--- config.mk ---
export PLATFORM = sky130hd
export DESIGN_NAME = core_net_iface
export DESIGN_NICKNAME = d
export VERILOG_FILES = /design/src/rtl/core_net_iface_pkg.sv /design/src/rtl/nif_fifo.sv /design/src/rtl/nif_steer.sv /design/src/rtl/core_net_iface.sv
export SDC_FILE = /design/constraint.sdc
export NUM_CORES = 1
export LEC_CHECK = 0
export CAP_MARGIN = 20
export CORE_ASPECT_RATIO = 0.8
export CORE_MARGIN = 3
export CORE_UTILIZATION = 35
export DETAILED_ROUTE_END_ITERATION = 8
export HOLD_SLACK_MARGIN = 0.1
export PLACE_DENSITY = 0.61
export REMOVE_ABC_BUFFERS = 1
export SETUP_SLACK_MARGIN = 0.02
export SYNTH_ARGS = -nofsm -noshare
export SYNTH_HDL_FRONTEND = slang
export SYNTH_HIERARCHICAL = 1
export SYNTH_SLANG_ARGS = --single-unit
--- constraint.sdc ---
create_clock -name clk_i -period 7.26 [get_ports clk_i]
set_clock_uncertainty 0.15 [all_clocks]
set_input_delay 1.089 -clock clk_i [delete_from_list [all_inputs] [get_ports clk_i]]
set_output_delay 1.089 -clock clk_i [all_outputs]
set_load 0.05 [all_outputs]
--- src/rtl/core_net_iface_pkg.sv ---
package core_net_iface_pkg;
  localparam int unsigned WORD_W = 32;
  localparam int unsigned Q_DEPTH = 8;

  typedef enum logic {
    ORIGIN_CORE = 1'b0,
    ORIGIN_MEM  = 1'b1
  } origin_e;

  // queue slots inside the top
  localparam int unsigned Q_PC = 0;
  localparam int unsigned Q_MC = 1;
  localparam int unsigned Q_TX = 2;
  localparam int unsigned N_Q  = 3;
endpackage

--- src/rtl/nif_fifo.sv ---
module nif_fifo #(
  parameter int unsigned W     = 32,
  parameter int unsigned DEPTH = 8
) (
  input  logic         clk_i,
  input  logic         rst_ni,
  input  logic         push_valid_i,
  input  logic [W-1:0] push_data_i,
  output logic         push_ready_o,
  output logic         pop_valid_o,
  output logic [W-1:0] pop_data_o,
  input  logic         pop_ready_i,
  output logic         full_o,
  output logic         empty_o
);
  localparam int unsigned PTR_W = (DEPTH > 1) ? $clog2(DEPTH) : 1;
  localparam int unsigned CNT_W = $clog2(DEPTH + 1);
  localparam logic [PTR_W-1:0] LAST = PTR_W'(DEPTH - 1);
  localparam logic [CNT_W-1:0] FULL_CNT = CNT_W'(DEPTH);

  logic [W-1:0]     mem_q [DEPTH];
  logic [PTR_W-1:0] wr_ptr_q, rd_ptr_q;
  logic [CNT_W-1:0] cnt_q;
  logic             push_fire, pop_fire;

  assign full_o       = (cnt_q == FULL_CNT);
  assign empty_o      = (cnt_q == '0);
  assign pop_valid_o  = !empty_o;
  assign pop_data_o   = mem_q[rd_ptr_q];
  // a pop on full frees the slot for this cycle's push
  assign push_ready_o = !full_o || pop_ready_i;
  assign push_fire    = push_valid_i && push_ready_o;
  assign pop_fire     = pop_valid_o && pop_ready_i;

  always_ff @(posedge clk_i or negedge rst_ni) begin
    if (!rst_ni) begin
      wr_ptr_q <= '0;
      rd_ptr_q <= '0;
      cnt_q    <= '0;
    end else begin
      if (push_fire) wr_ptr_q <= (wr_ptr_q == LAST) ? '0 : wr_ptr_q + 1'b1;
      if (pop_fire)  rd_ptr_q <= (rd_ptr_q == LAST) ? '0 : rd_ptr_q + 1'b1;
      if (push_fire && !pop_fire)      cnt_q <= cnt_q + 1'b1;
      else if (pop_fire && !push_fire) cnt_q <= cnt_q - 1'b1;
    end
  end

  always_ff @(posedge clk_i) begin
    if (push_fire) mem_q[wr_ptr_q] <= push_data_i;
  end

  a_r9_no_overflow: assert property (@(posedge clk_i) disable iff (!rst_ni)
    (full_o && push_fire) |-> pop_fire);
  a_r9_flags_exclusive: assert property (@(posedge clk_i) disable iff (!rst_ni)
    !(full_o && empty_o));
  a_r7_empty_push_next: assert property (@(posedge clk_i) disable iff (!rst_ni)
    (empty_o && push_fire) |=> (pop_valid_o && $past(push_data_i) == pop_data_o));
  a_r6_full_swap_stays_full: assert property (@(posedge clk_i) disable iff (!rst_ni)
    (full_o && push_fire && pop_fire) |=> full_o);
endmodule

--- src/rtl/nif_steer.sv ---
module nif_steer
  import core_net_iface_pkg::*;
#(
  parameter int unsigned W = WORD_W
) (
  input  logic         rx_valid_i,
  input  logic [W-1:0] rx_data_i,
  output logic         rx_ready_o,
  input  logic         pc_room_i,
  input  logic         mc_room_i,
  output logic         pc_push_o,
  output logic         mc_push_o
);
  origin_e origin;

  assign origin     = origin_e'(rx_data_i[W-1]);
  assign rx_ready_o = (origin == ORIGIN_MEM) ? mc_room_i : pc_room_i;
  assign pc_push_o  = rx_valid_i && (origin == ORIGIN_CORE);
  assign mc_push_o  = rx_valid_i && (origin == ORIGIN_MEM);
endmodule

--- src/rtl/core_net_iface.sv ---
module core_net_iface
  import core_net_iface_pkg::*;
(
  input  logic              clk_i,
  input  logic              rst_ni,
  input  logic              rx_valid_i,
  input  logic [WORD_W-1:0] rx_data_i,
  output logic              rx_ready_o,
  output logic              pc_valid_o,
  output logic [WORD_W-1:0] pc_data_o,
  input  logic              pc_ready_i,
  output logic              mc_valid_o,
  output logic [WORD_W-1:0] mc_data_o,
  input  logic              mc_ready_i,
  input  logic              tx_valid_i,
  input  logic [WORD_W-1:0] tx_data_i,
  output logic              tx_ready_o,
  output logic              net_valid_o,
  output logic [WORD_W-1:0] net_data_o,
  input  logic              net_ready_i,
  output logic              pc_full_o,
  output logic              pc_empty_o,
  output logic              mc_full_o,
  output logic              mc_empty_o,
  output logic              tx_full_o,
  output logic              tx_empty_o
);
  logic [N_Q-1:0]    q_push_valid, q_push_ready, q_pop_valid, q_pop_ready, q_full, q_empty;
  logic [WORD_W-1:0] q_push_data [N_Q];
  logic [WORD_W-1:0] q_pop_data  [N_Q];
  logic              pc_push, mc_push;

  nif_steer #(.W(WORD_W)) u_steer (
    .rx_valid_i (rx_valid_i),
    .rx_data_i  (rx_data_i),
    .rx_ready_o (rx_ready_o),
    .pc_room_i  (q_push_ready[Q_PC]),
    .mc_room_i  (q_push_ready[Q_MC]),
    .pc_push_o  (pc_push),
    .mc_push_o  (mc_push)
  );

  assign q_push_valid[Q_PC] = pc_push;
  assign q_push_valid[Q_MC] = mc_push;
  assign q_push_valid[Q_TX] = tx_valid_i;
  assign q_push_data[Q_PC]  = rx_data_i;
  assign q_push_data[Q_MC]  = rx_data_i;
  assign q_push_data[Q_TX]  = tx_data_i;
  assign q_pop_ready[Q_PC]  = pc_ready_i;
  assign q_pop_ready[Q_MC]  = mc_ready_i;
  assign q_pop_ready[Q_TX]  = net_ready_i;

  for (genvar g = 0; g < N_Q; g++) begin : g_q
    nif_fifo #(.W(WORD_W), .DEPTH(Q_DEPTH)) u_fifo (
      .clk_i        (clk_i),
      .rst_ni       (rst_ni),
      .push_valid_i (q_push_valid[g]),
      .push_data_i  (q_push_data[g]),
      .push_ready_o (q_push_ready[g]),
      .pop_valid_o  (q_pop_valid[g]),
      .pop_data_o   (q_pop_data[g]),
      .pop_ready_i  (q_pop_ready[g]),
      .full_o       (q_full[g]),
      .empty_o      (q_empty[g])
    );
  end

  assign tx_ready_o  = q_push_ready[Q_TX];
  assign pc_valid_o  = q_pop_valid[Q_PC];
  assign pc_data_o   = q_pop_data[Q_PC];
  assign mc_valid_o  = q_pop_valid[Q_MC];
  assign mc_data_o   = q_pop_data[Q_MC];
  assign net_valid_o = q_pop_valid[Q_TX];
  assign net_data_o  = q_pop_data[Q_TX];
  assign pc_full_o   = q_full[Q_PC];
  assign pc_empty_o  = q_empty[Q_PC];
  assign mc_full_o   = q_full[Q_MC];
  assign mc_empty_o  = q_empty[Q_MC];
  assign tx_full_o   = q_full[Q_TX];
  assign tx_empty_o  = q_empty[Q_TX];

  a_r5_accept_has_room: assert property (@(posedge clk_i) disable iff (!rst_ni)
    (rx_valid_i && rx_ready_o) |-> (rx_data_i[WORD_W-1] ? q_push_ready[Q_MC] : q_push_ready[Q_PC]));
  a_r2_r3_one_target: assert property (@(posedge clk_i) disable iff (!rst_ni)
    $onehot0({pc_push, mc_push}));
  a_r10_mem_word_ignores_pc_full: assert property (@(posedge clk_i) disable iff (!rst_ni)
    (rx_valid_i && rx_data_i[WORD_W-1] && pc_full_o && !mc_full_o) |-> rx_ready_o);
  a_r1_reset_empty: assert property (@(posedge clk_i)
    $rose(rst_ni) |-> (pc_empty_o && mc_empty_o && tx_empty_o));
endmodule

=== Word-level counts from Yosys, hierarchy flattened ===
Memory sizes are Yosys's and may differ from the RTL's.
Cells that the tools add are included.

* $add $sub $neg: 12
* Equal/unequal tests: 9
* Muxes and demuxes: 19
* Bitwise logic cells: 1
* Reduce and logical (&&, ||, !) cells: 35

{| class="wikitable"
|+ Operators by type and width
! kind !! count
|-
| $mux 4 || 6
|-
| $add 3x1->3 const B || 6
|-
| $eq 3x3->1 const B || 6
|-
| $mux 3 || 6
|-
| $logic_and 1x1->1 || 14
|-
| $add 4x1->4 const B || 3
|-
| $eq 4x4->1 const B || 3
|-
| $logic_not 1->1 || 12
|-
| $logic_not 4->1 || 3
|-
| $sub 4x1->4 const B || 3
|-
| $mux 1 || 7
|-
| $reduce_bool 2->1 || 3
|-
| $logic_or 1x1->1 || 3
|-
| $not 1->1 || 1
|}

* Flip-flop bits (word level): 30
* Memory bits (writable): 768
* Bits of input ports: 71
* Output and inout bits: 107
* Logic and storage cells: 88
* Memories: 3

{| class="wikitable"
|+ Memory list
! memory !! depth !! width !! read ports !! clocked after Yosys merged registers in !! write ports !! RTL line !! RTL
|-
| g_q[0].u_fifo.mem_q || 8 || 32 || 1 || 0 || 1 || nif_fifo.sv:21 || <nowiki>logic [W-1:0] mem_q [DEPTH];</nowiki>
|-
| g_q[1].u_fifo.mem_q || 8 || 32 || 1 || 0 || 1 || nif_fifo.sv:21 ||
|-
| g_q[2].u_fifo.mem_q || 8 || 32 || 1 || 0 || 1 || nif_fifo.sv:21 ||
|}

=== Depth between registers and ports, before layout ===
Gate-level depths: netlist of the first run.

* Depth after elaboration: 8
* Mapped depth: 9
* Gate-level depth less buffers: 9

=== By module ===
Netlist of the first run, hierarchy kept.

{| class="wikitable"
|+ By module, submodules not included
! module !! times used !! cells an instance !! area an instance (sq um)
|-
| nif_fifo || 3 || 435 || 10291.1
|-
| nif_steer || 1 || 3 || 31.3
|}

=== Worst setup path before layout of the first run ===
No wires, ideal clock.

* Path type: input to register
* Start point: input port rx_data_i[31]
* End point: memory g_q[0].u_fifo.mem_q[4][0] (enable)
* Setup time: 0.513 ns
* Arrival: 4.788 ns
* Path slack: 1.809 ns
* Stages on the path: 3
* Path buffers: 0
* Cell sequence: and2b_2 o21ai_4 nor4b_1

* Cells in the longest elaborated chain, start to end: 5

{| class="wikitable"
|+ RTL lines
! what !! RTL line !! RTL
|-
| start: declaration || core_net_iface.sv:7 || <nowiki>input logic [WORD_W-1:0] rx_data_i,</nowiki>
|-
| $not 1->1 || nif_steer.sv:18 || <nowiki>assign pc_push_o = rx_valid_i && (origin == ORIGIN_CORE);</nowiki>
|-
| $logic_and 1x1->1 || nif_steer.sv:18 ||
|-
| $logic_and 1x1->1 || nif_fifo.sv:32 || <nowiki>assign push_fire = push_valid_i && push_ready_o;</nowiki>
|-
| $mux 1 || nif_fifo.sv:49 || <nowiki>if (push_fire) mem_q[wr_ptr_q] <= push_data_i;</nowiki>
|-
| $mux 1 (implied by the code) || nif_fifo.sv:49 ||
|-
| end: declaration || nif_fifo.sv:21 ||
|}

No other way between the ends.

=== Final worst setup path of the first run ===
* Start point: register g_q[1].u_fifo.rd_ptr_q[0]
* End point: output port mc_data_o[22]

* Cells in the longest elaborated chain, start to end: 1

{| class="wikitable"
|+ RTL lines
! what !! RTL line !! RTL
|-
| start: declaration || nif_fifo.sv:22 || <nowiki>logic [PTR_W-1:0] wr_ptr_q, rd_ptr_q;</nowiki>
|-
| start signal: assignment || nif_fifo.sv:42 || <nowiki>if (pop_fire) rd_ptr_q <= (rd_ptr_q == LAST) ? '0 : rd_ptr_q + 1'b1;</nowiki>
|-
| $mem_v2 8x32 || n/a ||
|-
| end: declaration || core_net_iface.sv:13 || <nowiki>output logic [WORD_W-1:0] mc_data_o,</nowiki>
|}

No other way between the ends.

==> results_dict.tcl, run 1 <==
set metrics [dict create \
    syn_to_final_growth_pct 19.4 \
    ys_types 35 \
    crit_start "g_q[1].u_fifo/rd_ptr_q[0]" \
    crit_path_max_fanout 44 \
    syn_area_sq_um 30900 \
    core_sq_um 86600 \
    dpl.hpwl_mm 35.0 \
    grt.overflow.total 0 \
    hp-start "g_q[2].u_fifo/cnt_q[2]" \
    drv_slew 0 \
    fin_cells 2785 \
    synth_flop_cell "edfxtp_1" \
    pin_count 178 \
    clk_pin_slew_worst_paths_ns 0.06 \
    setup_viol 0 \
    cts.sinks 798 \
    remaining_drc_errors 0 \
    n_fill_cell 7328 \
    cts_tree "built" \
    avgViaCountPerCell 5.01 \
    synth-edff-count 768 \
    timing.rr.start "g_q[0].u_fifo/cnt_q[0]" \
    slew-limit-headroom_pct 23.1 \
    grt_usage_pct 14.0 \
    worst_pin_slew_ns 1.15 \
    powerDensity_nw_per_um2 437 \
    cts_buffers 83 \
    drtIter0Drc 1165 \
    cts_setup_buffers 0 \
    grtUsageMet1_pct 20.1 \
    grt_pass1_wl_mm 96.5 \
    grt.met3_usage_pct 2.48 \
    clk_latency_ns 0.62 \
    via_count 13966 \
    finalHoldViolCount 0 \
    cp-start-kind "flop" \
    avgSynthCellArea_sq_um 23.6 \
    drive_gt1_share_pct 31.3 \
    tns_ns 0 \
    irDropWorstVdd_mv 0.213 \
    min_period_over_period_pct 71.3 \
    fmax_mhz 193 \
    ys_ff_latch 798 \
    diodes 0 \
    post-route-min-period_ns 5.18 \
    ys_warn_count 6 \
    netlist_instances 1308 \
    drv_cap 0 \
    antenna_found_initial 0 \
    required_ns 6.02 \
    gr-usage-met2_pct 22.0 \
    wl_per_cell_um 23.3 \
    grt_max_degree 67 \
    final_common_cell "edfxtp_1" \
    first_pass_iters 4 \
    portBuffers 177 \
    nets 1641 \
    p_leak_nw 11.7 \
    setup.worst_path.class "reg -> out" \
    start_util_pct 35.7 \
    row_count 96 \
    hold_path_class "reg -> reg" \
    cts_resized 0 \
    die_w_um 338 \
    ant_nets 0 \
    layout_common_cells "edfxtp_1 (768), mux4_2 (192), clkdlybuf4s50_1 (177)" \
    die_h_um 272 \
    clockBufferDepth 3 \
    rsz0062_at_grt "no" \
    hold_buffers 0 \
    crit_arrival_ns 3.94 \
    totalWireLength_mm 64.8 \
    synth_async_sr_flop_share_pct 3.76 \
    grt-busiest-layer "met2" \
    dpl.cell_count 2637 \
    gp_congestion 0.702 \
    htreeDepth 3 \
    setup.worst_path.end_class "output port" \
    ys_seq_area_share_pct 77.1 \
    die_area_sq_um 91900 \
    ctsRootBufferMaster "clkbuf_16" \
    first_global_vias 14780 \
    status "complete, no violations" \
]
-- Yosys cell counts, types with 9 or more instances --
| cell | number | area, sq um |
|---|---|---|
| ha_1 | 21 | 263 |
| buf_2 | 9 | 45.0 |
| mux4_2 | 192 | 4320 |
| nor2_1 | 12 | 45.0 |
| dfrtp_1 | 30 | 751 |
| o211ai_1 | 9 | 67.6 |
| inv_1 | 12 | 45.0 |
| buf_1 | 15 | 56.3 |
| mux2_4 | 10 | 150 |
| nand2_1 | 12 | 45.0 |
| mux2_2 | 108 | 1220 |
| nor3_1 | 12 | 60.1 |
| clkbuf_1 | 18 | 67.6 |
| buf_6 | 12 | 135 |
| edfxtp_1 | 768 | 23100 |
-- routing by layer --
metal	vias to the layer above	share of wire [%]
li1	6043	-
met1	7552	46
met2	299	48
met3	72	4.2
met4	0	1.7
met5	-	0
-- per-stage QoR --
stage / worst slack, ns / hold WS (ns) / cell area (sq um) / power (mW) / utilization (%)
global route: 1.80 / 0.430 / 36900 / 16.9 / 42.6
finish: 2.08 / 0.398 / 36900 / 16.1 / 42.6
detailed placement: 2.62 / 0.388 / 34200 / 12.2 / 39.5
CTS: 1.90 / 0.402 / 36900 / 16.4 / 42.6
floorplan: 1.81 / 0.343 / 30600 / 10.3 / -
global placement: 2.66 / 0.364 / 34200 / 12.1 / 39.5
-- report_power, final --
group / total (mW) / switching [mW] / internal (mW)
Clock: 4.17 / 1.70 / 2.47
Sequential: 6.15 / 0.556 / 5.60
Combinational: 5.82 / 3.33 / 2.49
-- logic make-up (layout without fill, tap and decap cells) --
kind of cell / after synthesis / in the layout / synth area share, %
AND/OR/NAND/NOR: 74 / 74 / 1.39
buffers and inverters: 69 / 370 / 1.20
AO/OA/AOI/OAI: 24 / 24 / 0.632
XOR/XNOR: 6 / 6 / 0.170
flip-flops: 798 / 798 / 77.1
adder cells (fa/ha/maj): 24 / 24 / 1.04
multiplexers: 313 / 313 / 18.5
-- worst max-delay path: stages, from the launching register on --
cell             delay (ns)
dfrtp_4                1.05
buf_4                  0.59
mux4_2                 0.56
mux2_2                 0.33
clkdlybuf4s50_1        0.71
-- final timing paths --
| path | end | slack (ns) | cells past startpoint |
|---|---|---|---|
| min in group asynchronous | g_q[2].u_fifo/wr_ptr_q[0] | 0.73 | 2 |
| min | g_q[2].u_fifo/cnt_q[2] | 0.40 | 2 |
| min reg2reg | g_q[2].u_fifo/cnt_q[2] | 0.40 | 2 |
| max | mc_data_o[22] | 2.08 | 4 |
| max in group asynchronous | g_q[1].u_fifo/rd_ptr_q[0] | 5.88 | 2 |
| max reg2reg | g_q[0].u_fifo/cnt_q[3] | 3.94 | 9 |
-- flip-flops by register name, summed over array words and instances, names as in the netlist --
name                 cells
g_q.u_fifo/mem_q       768
g_q.u_fifo/wr_ptr_q      9
g_q.u_fifo/rd_ptr_q      9
g_q.u_fifo/cnt_q        12
-- cell type report --
class / instances / area (sq um) / share of cell area, %
clock buffer: 102 / 2190 / 5.94
tap: 1176 / 1470 / 3.99
multi-input combinational: 441 / 6860 / 18.6
inverter: 12 / 45.0 / 0.122
timing repair buffer: 210 / 2020 / 5.47
clock inverter: 46 / 488 / 1.32
sequential: 798 / 23800 / 64.6
Power figures use the tool's default switching activity.
==> run 2, diff against run 1 <==
--- a/config.mk
+++ b/config.mk
@@ -11,7 +11,7 @@
 export CORE_UTILIZATION = 35
 export DETAILED_ROUTE_END_ITERATION = 8
 export HOLD_SLACK_MARGIN = 0.1
-export PLACE_DENSITY = 0.61
+export PLACE_DENSITY = 0.62
 export REMOVE_ABC_BUFFERS = 1
 export SETUP_SLACK_MARGIN = 0.02
 export SYNTH_ARGS = -nofsm -noshare
==> constraint.sdc (replaced) <==
create_clock -name clk_i -period 4.6 [get_ports clk_i]
set_clock_uncertainty 0.15 [all_clocks]
set_input_delay 0.69 -clock clk_i [delete_from_list [all_inputs] [get_ports clk_i]]
set_output_delay 0.69 -clock clk_i [all_outputs]
set_load 0.05 [all_outputs]
==> run 2 against run 1 <==
Effect of this change: combinational power rose by 63%; cell count rose by 0.43%; critical endpoint is now pc_data_o[13]; highest routed layer unchanged; via count rose by 0.28%; non-clock buffer count rose by 10; sequential share of layout area fell by 0.25 points; largest power group unchanged.
==> results_dict.tcl, run 2 (synthesis gave the netlist of run 1 again) <==
set metrics [dict create \
    status "complete, no violations" \
    htreeDepth 3 \
    remaining_drc_errors 0 \
    post-route-min-period_ns 4.26 \
    finalHoldViolCount 0 \
    required_ns 3.76 \
    nets 1650 \
    die_w_um 338 \
    crit_path_max_fanout 36 \
    portBuffers 177 \
    fin_cells 2797 \
    crit_arrival_ns 3.42 \
    pin_count 178 \
    setup_viol 0 \
    wl_per_cell_um 23.3 \
    hold_buffers 0 \
    row_count 96 \
    grt_usage_pct 14.2 \
    first_pass_iters 4 \
    clk_latency_ns 0.62 \
    cts_tree "built" \
    rsz0062_at_grt "no" \
    layout_setup_ws_ns 0.342 \
    post-place-ws_ns 0.905 \
    irDropWorstVdd_mv 0.368 \
    die_area_sq_um 91900 \
    slew-limit-headroom_pct 41.0 \
    cp-start-kind "flop" \
    antenna_found_initial 1 \
    grt_max_degree 61 \
    grt.overflow.total 0 \
    final_common_cell "edfxtp_1" \
    drv_slew 0 \
    start_util_pct 35.7 \
    cts_buffers 82 \
    via_count 14005 \
    final_core_util_pct 42.8 \
    worst_pin_slew_ns 0.885 \
    fmax_mhz 235 \
    hold_path_class "in -> async" \
    powerDensity_nw_per_um2 689 \
    drtIter0Drc 1159 \
    largest_registers "g_q.u_fifo/mem_q: 768 flops, g_q.u_fifo/cnt_q: 12 flops" \
    drive_gt1_share_pct 31.7 \
    min_period_over_period_pct 92.6 \
    clk_pin_slew_worst_paths_ns 0.06 \
    totalWireLength_mm 65.1 \
    p_leak_nw 11.7 \
    clockBufferDepth 3 \
    first_global_vias 15147 \
    crit_start "g_q[0].u_fifo/rd_ptr_q[0]" \
    syn_to_final_growth_pct 19.9 \
    ctsRootBufferMaster "clkbuf_16" \
    top_register "g_q.u_fifo/mem_q" \
    cts_setup_buffers 0 \
    cts.sinks 798 \
    ant_nets 0 \
    dpl.cell_count 2647 \
    setup.worst_path.end_class "output port" \
    gp_congestion 0.695 \
    setup.worst_path.class "reg -> out" \
    core_sq_um 86600 \
    drv_cap 0 \
    timing.rr.start "g_q[2].u_fifo/cnt_q[0]" \
    largest_reg_flops 768 \
    die_h_um 272 \
    avgViaCountPerCell 5.01 \
    grt_pass1_wl_mm 98.3 \
    tns_ns 0 \
    dpl.hpwl_mm 36.4 \
    cts_resized 0 \
    layout_common_cells "edfxtp_1 (768), mux4_2 (192), clkdlybuf4s50_1 (177)" \
]
run 2: layout make-up:
class	instances	area, sq um
fill	7385	49600
timing repair buffer	220	2200
clock buffer	93	2090
sequential	798	23800
multi-input combinational	441	6860
clock inverter	56	546
tap	1176	1470
antenna	1	2.50
inverter	12	45.0
run 2: power breakdown:
part           total [mW]  internal, mW  switching [mW]
registers            9.56          8.83           0.729
logic                9.51          4.04            5.47
clock network        6.45          3.70            2.75
total                25.5          16.6            8.95
run 2: critical path, cell delays in order (launching register included):
cell and delay [ns]:
dfrtp_4 0.91, buf_4 0.33, mux4_2 0.51, mux2_2 0.31, clkdlybuf4s50_1 0.71
run 2: stage by stage:
| step | area [sq um] | power, mW | hold slack (ns) |
|---|---|---|---|
| 6_report | 37100 | 25.5 | 0.300 |
| 5_1_grt | 37100 | 26.6 | 0.323 |
| 3_5_place_dp | 34400 | 19.4 | 0.381 |
| 4_1_cts | 37100 | 25.9 | 0.288 |
| 3_3_place_gp | 34400 | 19.2 | 0.367 |
| 2_1_floorplan | 30600 | 16.3 | 0.244 |
run 2: routing by layer:
metal / track usage [%] / share of wire, % / vias to the layer above / wire, um
li1: - / - / 6044 / -
met1: 20.3 / 45 / 7570 / 29400
met2: 22.6 / 48 / 303 / 31400
met3: 2.70 / 4.8 / 88 / 3100
met4: 3.74 / 1.8 / 0 / 1180
met5: 0 / 0 / - / 0
run 2: final timing paths:
kind / end / slack, ns / depth (start not counted)
setup / recovery: pc_data_o[13] / 0.34 / 4
hold / removal: g_q[0].u_fifo/cnt_q[2] / 0.30 / 1
setup reg to reg: g_q[2].u_fifo/cnt_q[3] / 1.28 / 9
hold reg to reg: g_q[2].u_fifo/cnt_q[2] / 0.40 / 2
max in group asynchronous: g_q[2].u_fifo/rd_ptr_q[1] / 3.29 / 3
min in group clk_i: g_q[2].u_fifo/cnt_q[2] / 0.40 / 2
==> run 3, diff against run 2 <==
--- a/config.mk
+++ b/config.mk
@@ -10,7 +10,7 @@
 export CORE_MARGIN = 3
 export CORE_UTILIZATION = 35
 export DETAILED_ROUTE_END_ITERATION = 8
-export HOLD_SLACK_MARGIN = 0.1
+export HOLD_SLACK_MARGIN = 0.12
 export PLACE_DENSITY = 0.62
 export REMOVE_ABC_BUFFERS = 1
 export SETUP_SLACK_MARGIN = 0.02
==> results of run 3 <==
Same layout as run 2: the final DEF is identical, and so are final timing and power.
